==> src/rtl/rfd_pkg.sv <==
package rfd_pkg;
   localparam int NCH  = 3;
   localparam int CH_H = 0;
   localparam int CH_V = 1;
   localparam int CH_F = 2;
   localparam int STREAK_OK = 2;
endpackage

==> src/rtl/rfd_sync_edge.sv <==
module rfd_sync_edge #(
   parameter int RUNW = 12
) (
   input  logic clk,
   input  logic rst_n,
   input  logic sync_in,
   output logic lead,
   output logic pol
);
   localparam logic [RUNW-1:0] RUN_TOP = '1;

   logic [1:0]      meta;
   logic            prev;
   logic            lvl;
   logic            rise;
   logic            fall;
   logic [RUNW-1:0] run;
   logic [RUNW-1:0] hi_len;
   logic            hi_seen;
   logic            cand;
   logic            cand_seen;
   logic            last_cand;

   assign lvl  = meta[1];
   assign rise = lvl & ~prev;
   assign fall = ~lvl & prev;
   // high level shorter than low level means an active-high pulse
   assign cand = hi_len < run;

   always_ff @(posedge clk or negedge rst_n) begin
      if (!rst_n) begin
         meta      <= '0;
         prev      <= 1'b0;
         run       <= '0;
         hi_len    <= '0;
         hi_seen   <= 1'b0;
         cand_seen <= 1'b0;
         last_cand <= 1'b0;
         pol       <= 1'b0;
      end else begin
         meta <= {meta[0], sync_in};
         prev <= lvl;
         if (rise || fall)
            run <= RUNW'(1);
         else if (run != RUN_TOP)
            run <= run + RUNW'(1);
         if (fall) begin
            hi_len  <= run;
            hi_seen <= 1'b1;
         end
         if (rise && hi_seen) begin
            last_cand <= cand;
            cand_seen <= 1'b1;
            if (cand_seen && (cand == last_cand))
               pol <= cand;
         end
      end
   end

   assign lead = pol ? rise : fall;
endmodule

==> src/rtl/rfd_period.sv <==
module rfd_period #(
   parameter int MIN_CNT  = 243,
   parameter int MAX_CNT  = 1890,
   parameter int AVG_LOG2 = 4,
   localparam int CW = $clog2(MAX_CNT + 2),
   localparam int AW = CW + AVG_LOG2
) (
   input  logic          clk,
   input  logic          rst_n,
   input  logic          lead,
   output logic [CW-1:0] period,
   output logic [AW-1:0] avg,
   output logic          good
);
   import rfd_pkg::*;

   localparam logic [CW-1:0] LO  = CW'(MIN_CNT);
   localparam logic [CW-1:0] HI  = CW'(MAX_CNT);
   localparam logic [CW-1:0] TOP = CW'(MAX_CNT + 1);
   localparam logic [1:0]    OK  = 2'(STREAK_OK);

   logic [CW-1:0] cnt;
   logic          armed;
   logic [1:0]    streak;
   logic          in_win;

   assign in_win = (cnt >= LO) && (cnt <= HI);

   always_ff @(posedge clk or negedge rst_n) begin
      if (!rst_n) begin
         cnt    <= '0;
         armed  <= 1'b0;
         streak <= '0;
         period <= '0;
      end else if (lead) begin
         cnt   <= CW'(1);
         armed <= 1'b1;
         if (armed) begin
            period <= cnt;
            if (!in_win)
               streak <= '0;
            else if (streak != OK)
               streak <= streak + 2'd1;
         end
      end else if (cnt != TOP) begin
         cnt <= cnt + CW'(1);
      end else begin
         streak <= '0;
      end
   end

   assign good = (streak == OK);

   generate
      if (AVG_LOG2 > 0) begin : g_avg
         logic [AVG_LOG2-1:0] idx;
         logic [AW-1:0]       acc;
         logic [AW-1:0]       acc_nx;
         logic [AW-1:0]       sum_q;

         assign acc_nx = acc + AW'(cnt);

         always_ff @(posedge clk or negedge rst_n) begin
            if (!rst_n) begin
               idx   <= '0;
               acc   <= '0;
               sum_q <= '0;
            end else if (lead && armed) begin
               idx <= idx + AVG_LOG2'(1);
               if (&idx) begin
                  sum_q <= acc_nx;
                  acc   <= '0;
               end else begin
                  acc <= acc_nx;
               end
            end
         end
         assign avg = sum_q;
      end else begin : g_plain
         assign avg = period;
      end
   endgenerate
endmodule

==> src/rtl/rfd_linecnt.sv <==
module rfd_linecnt #(
   parameter int LMAX = 2047,
   localparam int LW = $clog2(LMAX + 1)
) (
   input  logic          clk,
   input  logic          rst_n,
   input  logic          tick,
   input  logic          lead,
   output logic [LW-1:0] lines
);
   localparam logic [LW-1:0] TOP = LW'(LMAX);

   logic [LW-1:0] cnt;
   logic [LW-1:0] nxt;
   logic          armed;

   // a tick in the same cycle as the lead closes the current span
   assign nxt = (tick && (cnt != TOP)) ? cnt + LW'(1) : cnt;

   always_ff @(posedge clk or negedge rst_n) begin
      if (!rst_n) begin
         cnt   <= '0;
         armed <= 1'b0;
         lines <= '0;
      end else if (lead) begin
         cnt   <= '0;
         armed <= 1'b1;
         if (armed)
            lines <= nxt;
      end else begin
         cnt <= nxt;
      end
   end
endmodule

==> src/rtl/ref_fmt_detect.sv <==
module ref_fmt_detect #(
   parameter int HMIN        = 243,
   parameter int HMAX        = 1890,
   parameter int VMIN        = 216000,
   parameter int VMAX        = 1350000,
   parameter int LMAX        = 2047,
   parameter int H_AVG_LOG2  = 4,
   parameter int STDW        = 6,
   parameter int BYPASS_CODE = 62,
   localparam int HCW = $clog2(HMAX + 2),
   localparam int VCW = $clog2(VMAX + 2),
   localparam int LW  = $clog2(LMAX + 1)
) (
   input  logic                      clk,
   input  logic                      rst_n,
   input  logic                      hsync_in,
   input  logic                      vsync_in,
   input  logic                      fsync_in,
   input  logic [STDW-1:0]           std_sel,
   output logic [HCW-1:0]            h_period,
   output logic [HCW+H_AVG_LOG2-1:0] h_period_16,
   output logic [VCW-1:0]            v_period,
   output logic [VCW:0]              v_period_2,
   output logic [LW-1:0]             v_lines,
   output logic [LW:0]               v_lines_2,
   output logic [LW-1:0]             f_lines,
   output logic                      h_pol,
   output logic                      v_pol,
   output logic                      ref_valid,
   output logic                      ref_lost,
   output logic [5:0]                status
);
   import rfd_pkg::*;

   localparam int RUNW = $clog2(VMAX + 2);
   localparam logic [STDW-1:0] BYP = STDW'(BYPASS_CODE);

   generate
      if (HMIN < 1 || HMIN >= HMAX) begin : g_bad_h
         $error("line window limits out of order");
      end
      if (VMIN >= VMAX || HMAX >= VMIN) begin : g_bad_v
         $error("frame window limits out of order");
      end
      if (LMAX < 2 || H_AVG_LOG2 < 1) begin : g_bad_cfg
         $error("line limit or averaging span too small");
      end
   endgenerate

   logic [NCH-1:0] raw;
   logic [NCH-1:0] lead;
   logic [NCH-1:0] pol;
   logic           h_good;
   logic           v_good;
   logic           v_lead_d;
   logic [LW-1:0]  v_last;

   assign raw[CH_H] = hsync_in;
   assign raw[CH_V] = vsync_in;
   assign raw[CH_F] = fsync_in;

   generate
      for (genvar c = 0; c < NCH; c++) begin : g_ch
         rfd_sync_edge #(.RUNW(RUNW)) u_edge (
            .clk     (clk),
            .rst_n   (rst_n),
            .sync_in (raw[c]),
            .lead    (lead[c]),
            .pol     (pol[c])
         );
      end
   endgenerate

   rfd_period #(.MIN_CNT(HMIN), .MAX_CNT(HMAX), .AVG_LOG2(H_AVG_LOG2)) u_hper (
      .clk    (clk),
      .rst_n  (rst_n),
      .lead   (lead[CH_H]),
      .period (h_period),
      .avg    (h_period_16),
      .good   (h_good)
   );

   rfd_period #(.MIN_CNT(VMIN), .MAX_CNT(VMAX), .AVG_LOG2(1)) u_vper (
      .clk    (clk),
      .rst_n  (rst_n),
      .lead   (lead[CH_V]),
      .period (v_period),
      .avg    (v_period_2),
      .good   (v_good)
   );

   rfd_linecnt #(.LMAX(LMAX)) u_vlines (
      .clk   (clk),
      .rst_n (rst_n),
      .tick  (lead[CH_H]),
      .lead  (lead[CH_V]),
      .lines (v_lines)
   );

   rfd_linecnt #(.LMAX(LMAX)) u_flines (
      .clk   (clk),
      .rst_n (rst_n),
      .tick  (lead[CH_H]),
      .lead  (lead[CH_F]),
      .lines (f_lines)
   );

   always_ff @(posedge clk or negedge rst_n) begin
      if (!rst_n) begin
         v_lead_d  <= 1'b0;
         v_last    <= '0;
         v_lines_2 <= '0;
         ref_lost  <= 1'b1;
      end else begin
         v_lead_d <= lead[CH_V];
         if (v_lead_d) begin
            v_lines_2 <= {1'b0, v_lines} + {1'b0, v_last};
            v_last    <= v_lines;
         end
         ref_lost <= !(h_good && v_good) || (std_sel == BYP);
      end
   end

   assign ref_valid = h_good && v_good;
   assign h_pol     = pol[CH_H];
   assign v_pol     = pol[CH_V];
   assign status    = {pol[CH_F], pol[CH_V], pol[CH_H], v_good, h_good, ref_valid};
endmodule

==> config.mk <==
export PLATFORM = sky130hd
export DESIGN_NAME = ref_fmt_detect
export DESIGN_NICKNAME = d
export VERILOG_FILES = /design/src/rtl/rfd_pkg.sv /design/src/rtl/rfd_sync_edge.sv /design/src/rtl/rfd_period.sv /design/src/rtl/rfd_linecnt.sv /design/src/rtl/ref_fmt_detect.sv
export SDC_FILE = /design/constraint.sdc
export NUM_CORES = 1
export LEC_CHECK = 0
export ABC_AREA = 1
export ABC_CLOCK_PERIOD_IN_PS = 2700
export BUFFER_PORTS_ARGS = -buffer_cell sky130_fd_sc_hd__buf_2
export CAP_MARGIN = 25
export CORE_ASPECT_RATIO = 1.75
export CORE_MARGIN = 1
export CORE_UTILIZATION = 62
export DETAILED_ROUTE_END_ITERATION = 7
export GPL_TIMING_DRIVEN = 0
export PLACE_DENSITY_LB_ADDON = 0.1
export SLEW_MARGIN = 30
export SYNTH_ARGS = -nofsm -noshare
export SYNTH_HDL_FRONTEND = slang
export SYNTH_SLANG_ARGS = --single-unit
==> constraint.sdc <==
create_clock -name clk -period 2.7 [get_ports clk]
set_clock_uncertainty 0.15 [all_clocks]
set_input_delay 0.27 -clock clk [delete_from_list [all_inputs] [get_ports clk]]
set_output_delay 0.27 -clock clk [all_outputs]
set_load 0.005 [all_outputs]
---- Word-level counts from Yosys, hierarchy flattened ----
Index checks and enable logic that the tools add are counted.
storage, ports and cells
  register bits after elaboration ......... 366
  logic and storage cells ................. 164
operators by class
  add/sub/neg operators ................... 14
  magnitude comparators ................... 7
  equal/unequal tests ..................... 21
  multiplexer cells ....................... 29
  bitwise gates (word level) .............. 12
  reductions and logical operators ........ 34
operator list
  operator                                                                                count
  21-bit two-way mux                                                                      8
  21-bit by 1-bit adder with 21-bit output (second input constant)                        4
  21-bit inequality test (second input constant)                                          4
  11-bit two-way mux                                                                      6
  21-bit < comparator                                                                     3
  11-bit by 1-bit adder with 11-bit output (second input constant)                        3
  11-bit inequality test (second input constant)                                          3
  22-bit by 21-bit adder with 22-bit output                                               1
  22-bit two-way mux                                                                      1
  21-bit by 18-bit greater-or-equal comparator with 1-bit output (second input constant)  1
  21-bit less-or-equal comparator (second input constant)                                 1
  2-bit two-way mux                                                                       10
  15-bit by 11-bit adder with 15-bit output                                               1
  15-bit two-way mux                                                                      1
  2-bit AND reduction                                                                     7
  1-bit logical AND                                                                       13
  11-bit by 11-bit adder with 12-bit output                                               1
  11-bit by 8-bit greater-or-equal comparator with 1-bit output (second input constant)   1
  11-bit less-or-equal comparator (second input constant)                                 1
  2-bit nonzero test                                                                      5
  2-bit inequality test (second input constant)                                           4
  1-bit AND                                                                               6
  6-bit == test (second input constant)                                                   1
  3-bit inequality test (second input constant)                                           2
  other kinds (13)                                                                        29

---- Longest topological paths before layout ----
  word-level depth ........................ 6
  depth in mapped cells ................... 13

---- Hierarchy ----
A second synthesis with hierarchy kept.
unflattened totals
  cell total of the unflattened synthesis .. 2696
  area total of the unflattened synthesis .. 20727.4 µm²
modules (own cells, without submodules)
  module                              times used  cells an instance  area each (µm²)
  rfd_sync_edge (g_ch[1].u_edge ...)  2           354                2791.4
  rfd_period (u_vper)                 1           710                5263.8
  rfd_period (u_hper)                 1           412                3191.8
  rfd_sync_edge (g_ch[0].u_edge)      1           362                2815.2
  rfd_linecnt                         2           150                1179.9
  ref_fmt_detect                      1           204                1514.0

---- Least setup slack after synthesis ----
No wires, ideal clock.
  path type ............................... reg-to-reg
  start ................................... reg u_vper.cnt[0]
  end ..................................... reg u_vper.g_avg.sum_q[12], in the netlist u_vper.avg[12]
  library setup time ...................... 117 ps
  arrival ................................. 1953 ps
  path slack .............................. 479 ps
  cell stages (with the launch flop) ...... 14
  cell sequence ........................... dfrtp_1 ha_1 inv_1 fa_1 o21ai_0 nand2_1 nand2_1 nand2_1 nand2_1 nand2_1 nand2_1 nand2_1 nand3_1 nand2_1
between the ends
  longest elaborated chain between the ends .. 1
RTL lines
  item                                       RTL line          RTL
  start, declared                            rfd_period.sv:22  logic [CW-1:0] cnt;
  start signal, assigned                     rfd_period.sv:46  cnt <= cnt + CW'(1);
  22-bit by 21-bit adder with 22-bit output  rfd_period.sv:61  assign acc_nx = acc + AW'(cnt);
  end signal, assigned                       rfd_period.sv:71  sum_q <= acc_nx;
  end, declared                              rfd_period.sv:59  logic [AW-1:0] sum_q;
Every way passes these cells.
A chain may end at the register's enable or synchronous reset.

---- Final worst setup path ----
  start ................................... reg u_vper.cnt[8]
  end ..................................... reg u_vper.g_avg.sum_q[21], in the netlist u_vper.avg[21]
Same word-level chain as after synthesis.

==> run_summary.xml <==
<?xml version="1.0" encoding="UTF-8"?>
<metrics>
  <group name="logic_synthesis">
    <metric name="synth_area_leader_cell" unit="">dfrtp_1</metric>
    <metric name="synth_most_common_cell" unit="">nand2_1</metric>
    <metric name="synth_flop_cell" unit="">dfrtp_1</metric>
    <metric name="synth.lib_cells_used.distinct" unit="">53</metric>
    <metric name="ys_top_cells_by_count" unit="">nand2_1, dfrtp_1, inv_1, o21ai_0, nor2_1</metric>
    <metric name="yosys_warnings" unit="">0</metric>
    <metric name="syn-cell-area" unit="mm²">0.0197</metric>
    <metric name="synth_fp_nets" unit="">2552</metric>
    <metric name="synthCells" unit="">2416</metric>
    <metric name="ranking_of_synthesized_cells_by_area" unit="">dfrtp_1, nand2_1, ha_1, o21ai_0, inv_1</metric>
    <metric name="synthArstFlopShare" unit="%">100</metric>
    <metric name="yosysSeqAreaShare" unit="%">46.6</metric>
    <metric name="synth_largest_type_area_fraction" unit="%">46.5</metric>
    <metric name="flop_and_latch_count_out_of_synthesis" unit="">366</metric>
    <metric name="synth_enable_flop_cells" unit="">0</metric>
    <metric name="syn_area_per_cell" unit="µm²">8.14</metric>
  </group>
  <group name="cts">
    <metric name="cts_max_level" unit="">2</metric>
    <metric name="register_clock_pin_slew_on_the_reported_worst_setup_and_hold_paths" unit="ns">0.06</metric>
    <metric name="cts_made_buffers" unit="">36</metric>
    <metric name="post_cts.repair.setup_buffers" unit="">0</metric>
    <metric name="clock_sinks" unit="">366</metric>
    <metric name="cts_tree" unit="">yes</metric>
    <metric name="clock_tree.buffer_depth" unit="">3</metric>
    <metric name="clock_insertion_delay_worst_skew" unit="ns">0.53</metric>
    <metric name="cts-root-buf" unit="">clkbuf_16</metric>
  </group>
  <group name="pwr">
    <metric name="clock_power_share" unit="%">33.8</metric>
    <metric name="power.share.sequential" unit="%">43.0</metric>
    <metric name="power.combinational.fraction" unit="%">23.3</metric>
    <metric name="totalPowerFinal" unit="mW">15.2</metric>
    <metric name="p_sw_share" unit="%">33.1</metric>
    <metric name="ir_worst_vdd" unit="µV">665</metric>
    <metric name="power_per_cell_area" unit="mW/mm²">686</metric>
    <metric name="total_leakage_power" unit="nW">11.1</metric>
    <metric name="power_report.internal_total" unit="mW">10.2</metric>
    <metric name="power.net_switching" unit="mW">5.03</metric>
  </group>
  <group name="run">
    <metric name="cap_viol_max_count" unit="">0</metric>
  </group>
  <group name="sta">
    <metric name="setup_viol" unit="">0</metric>
    <metric name="post-route-period-util" unit="%">92.9</metric>
    <metric name="timing_max_transition_violations_final" unit="">0</metric>
    <metric name="worstMarginPinSlew" unit="ns">0.624</metric>
    <metric name="rsz0062_at_grt" unit="">false</metric>
    <metric name="fin_crit" unit="ns">2.51</metric>
    <metric name="hold-worst-slack" unit="ns">0.168</metric>
    <metric name="timing_hold_violations_final" unit="">0</metric>
    <metric name="final.setup.worst_slack" unit="ns">0.193</metric>
    <metric name="fmaxAchievable" unit="MHz">399</metric>
    <metric name="headroom_to_the_max_slew_limit" unit="%">58.4</metric>
  </group>
  <group name="final_layout">
    <metric name="drive_above_1_share" unit="%">11.6</metric>
    <metric name="antenna_cells" unit="">0</metric>
    <metric name="fin_area" unit="mm²">0.0222</metric>
    <metric name="num-nets-final" unit="">2723</metric>
    <metric name="syn_to_final_growth" unit="%">12.7</metric>
  </group>
  <group name="detailed_routing">
    <metric name="drt-initial-drc-count" unit="">803</metric>
    <metric name="tritonroute_pass_1_iters" unit="">6</metric>
    <metric name="wl" unit="mm">49.4</metric>
    <metric name="drcViolationCount" unit="">0</metric>
    <metric name="route.detailed.vias_per_inst" unit="">5.70</metric>
    <metric name="routed_antenna_nets" unit="">0</metric>
    <metric name="routed-via-count" unit="">17100</metric>
    <metric name="route.detailed.wl_per_inst" unit="µm">16.5</metric>
  </group>
  <group name="die">
    <metric name="io-pin-count" unit="">124</metric>
    <metric name="fp.dieH" unit="µm">238</metric>
    <metric name="design.core.area" unit="mm²">0.0309</metric>
    <metric name="effective_utilization_at_floorplan" unit="%">63.5</metric>
    <metric name="die_area" unit="mm²">0.0325</metric>
    <metric name="fp-row-count" unit="">85</metric>
    <metric name="dieWidth" unit="µm">137</metric>
  </group>
  <group name="setup_path">
    <metric name="required" unit="ns">2.97</metric>
    <metric name="critical_path_arrival" unit="ns">2.78</metric>
    <metric name="setup.worst_path.end" unit="">u_vper.avg[21]$_DFFE_PN0P_</metric>
    <metric name="rr_endpoint" unit="">u_vper.avg[21]$_DFFE_PN0P_</metric>
    <metric name="start_kind" unit="">flop</metric>
    <metric name="worst_r2r_path_depth" unit="">9</metric>
    <metric name="reg2reg_setup_slack" unit="ns">0.19</metric>
    <metric name="worstSetupStartpoint" unit="">u_vper.cnt[8]$_DFFE_PN0P_</metric>
    <metric name="worstSetupEndpointType" unit="">flop</metric>
    <metric name="cp_class" unit="">flop to flop</metric>
    <metric name="cp_max_fo" unit="">7</metric>
    <metric name="critical_path.reg2reg.startpoint" unit="">u_vper.cnt[8]$_DFFE_PN0P_</metric>
  </group>
  <group name="global_route">
    <metric name="global_route.usage.total" unit="%">31.8</metric>
    <metric name="antenna_found_initial" unit="">0</metric>
    <metric name="global_route_wire_length_before_repair" unit="mm">81.6</metric>
    <metric name="grt_remaining_overflow" unit="">0</metric>
    <metric name="grt_max_degree" unit="">81</metric>
    <metric name="first_global_vias" unit="">17300</metric>
  </group>
  <group name="placed_design">
    <metric name="half_perimeter_wire_length_after_detailed_placement" unit="mm">37.4</metric>
    <metric name="postPlaceCellArea" unit="mm²">0.0209</metric>
    <metric name="post-place-ws" unit="ns">-0.0347</metric>
    <metric name="gp_routability_congestion" unit="">0.963</metric>
    <metric name="numPortBuffers" unit="">123</metric>
  </group>
  <group name="min_path">
    <metric name="worst_hold_path_type" unit="">input port to async pin</metric>
  </group>
  <group name="outcome">
    <metric name="outcome" unit="">completed</metric>
  </group>
</metrics>
## through the flow
stage | utilization [%] | TNS, ns | cells
final | 71.6 | 0 | 3003
after global routing | 71.6 | 0 | 3003
after CTS | 71.5 | 0 | 3003
after detailed placement | 67.5 | -0.0683 | 2934
after global placement | 67.1 | -2085.15 | 2930
after floorplan | - | 0 | 2416
## layout make-up
cell class | instances | area [µm²]
Clock buffer | 50 | 1040
Tap cell | 391 | 489
Sequential cell | 366 | 9160
Buffer | 54 | 263
Inverter | 261 | 980
Timing Repair Buffer | 133 | 796
Clock inverter | 13 | 149
Multi-Input combinational cell | 1735 | 9270
Fill cell | 2473 | 8800
## cell families (layout without fill, tap and decap cells)
group / after synthesis / count (layout) / share of synthesized area (%)
AND/OR/NAND/NOR: 1131 / 1131 / 25.1
AO/OA/AOI/OAI: 429 / 429 / 11.7
flip-flops: 366 / 366 / 46.6
buffers and inverters: 315 / 511 / 6.32
adder cells (fa/ha/maj): 125 / 125 / 8.07
XOR/XNOR: 50 / 50 / 2.23
## per-layer routing
layer / track usage, % / wire (µm)
met5: 0 / 0
met1: 34.4 / 18600
met4: 17.4 / 2590
met2: 58.9 / 26300
met3: 3.58 / 1860
## sequential cells by signal (all words and copies together), names as in the netlist, 3 cells and up
signal and cells:
g_ch.u_edge.cand_seen 3, g_ch.u_edge.hi_len 63, g_ch.u_edge.hi_seen 3, g_ch.u_edge.last_cand 3, g_ch.u_edge.meta 6, g_ch.u_edge.pol 3, g_ch.u_edge.prev 3, g_ch.u_edge.run 63
u_flines.cnt 11, u_flines.lines 11, u_hper.avg 15, u_hper.cnt 11, u_hper.g_avg.acc 15, u_hper.g_avg.idx 4, u_hper.period 11, u_vlines.cnt 11
u_vlines.lines 11, u_vper.avg 22, u_vper.cnt 21, u_vper.g_avg.acc 22, u_vper.period 21, v_last 11, v_lines_2 12
## worst max-delay path, stage by stage (launching register included)
cell and delay, ns:
dfrtp_1 0.47, ha_1 0.37, a21oi_1 0.22, inv_1 0.06
nor2_1 0.25, nor2_1 0.09, o21ai_0 0.41, nand4_1 0.19
nand3_1 0.12, nand2_1 0.06
## how the worst min path moves through the flow
stage	end	start	cells after the start
finish	g_ch[0].u_edge.hi_len[0]$_DFFE_PN0P_	rst_n	2
global route	g_ch[1].u_edge.meta[1]$_DFF_PN0_	g_ch[1].u_edge.meta[0]$_DFF_PN0_	0
CTS	g_ch[0].u_edge.run[1]$_DFFE_PN0P_	rst_n	2
detailed placement	g_ch[0].u_edge.run[1]$_DFFE_PN0P_	rst_n	1
global placement	g_ch[1].u_edge.meta[1]$_DFF_PN0_	g_ch[1].u_edge.meta[0]$_DFF_PN0_	0
floorplan	g_ch[0].u_edge.cand_seen$_DFFE_PN0P_	rst_n	0
## cell usage in the layout, fill, tap and decap left out, drive strengths merged, types with 2 or more instances in the layout
cell type,n
nand4,34
nand2,671
dfrtp,365
fa,3
nand3b,10
bufinv,3
a21oi,121
o22ai,2
o211ai,7
o21ai,259
and2,2
o221ai,2
a31oi,11
a21o,3
clkinv,9
xnor2,12
nor2,172
buf,156
a211oi,3
xor2,38
nor4,20
clkbuf,75
nand3,128
nor3,79
o31ai,8
or2,13
ha,122
inv,260
clkinvlp,2
a31o,2
o21a,4
dlygate4sd3,6
## power groups by stage
stage	sequential (mW)	clock, mW	combinational, mW
after floorplan	6.48	0	2.26
after global placement	6.59	0	3.38
after detailed placement	6.60	0	3.51
after CTS	6.51	5.24	3.55
after global routing	6.59	5.42	3.98
final	6.53	5.13	3.53
## timing repair
item,4_1_cts,5_1_grt
cloned,0,0
hold buffers,6,0
pin swaps,0,0
gates resized for setup,1,4
endpoints found under the setup margin,3,10
hold endpoints to repair,80,0
No activity file was read; power rests on OpenSTA's default activity.
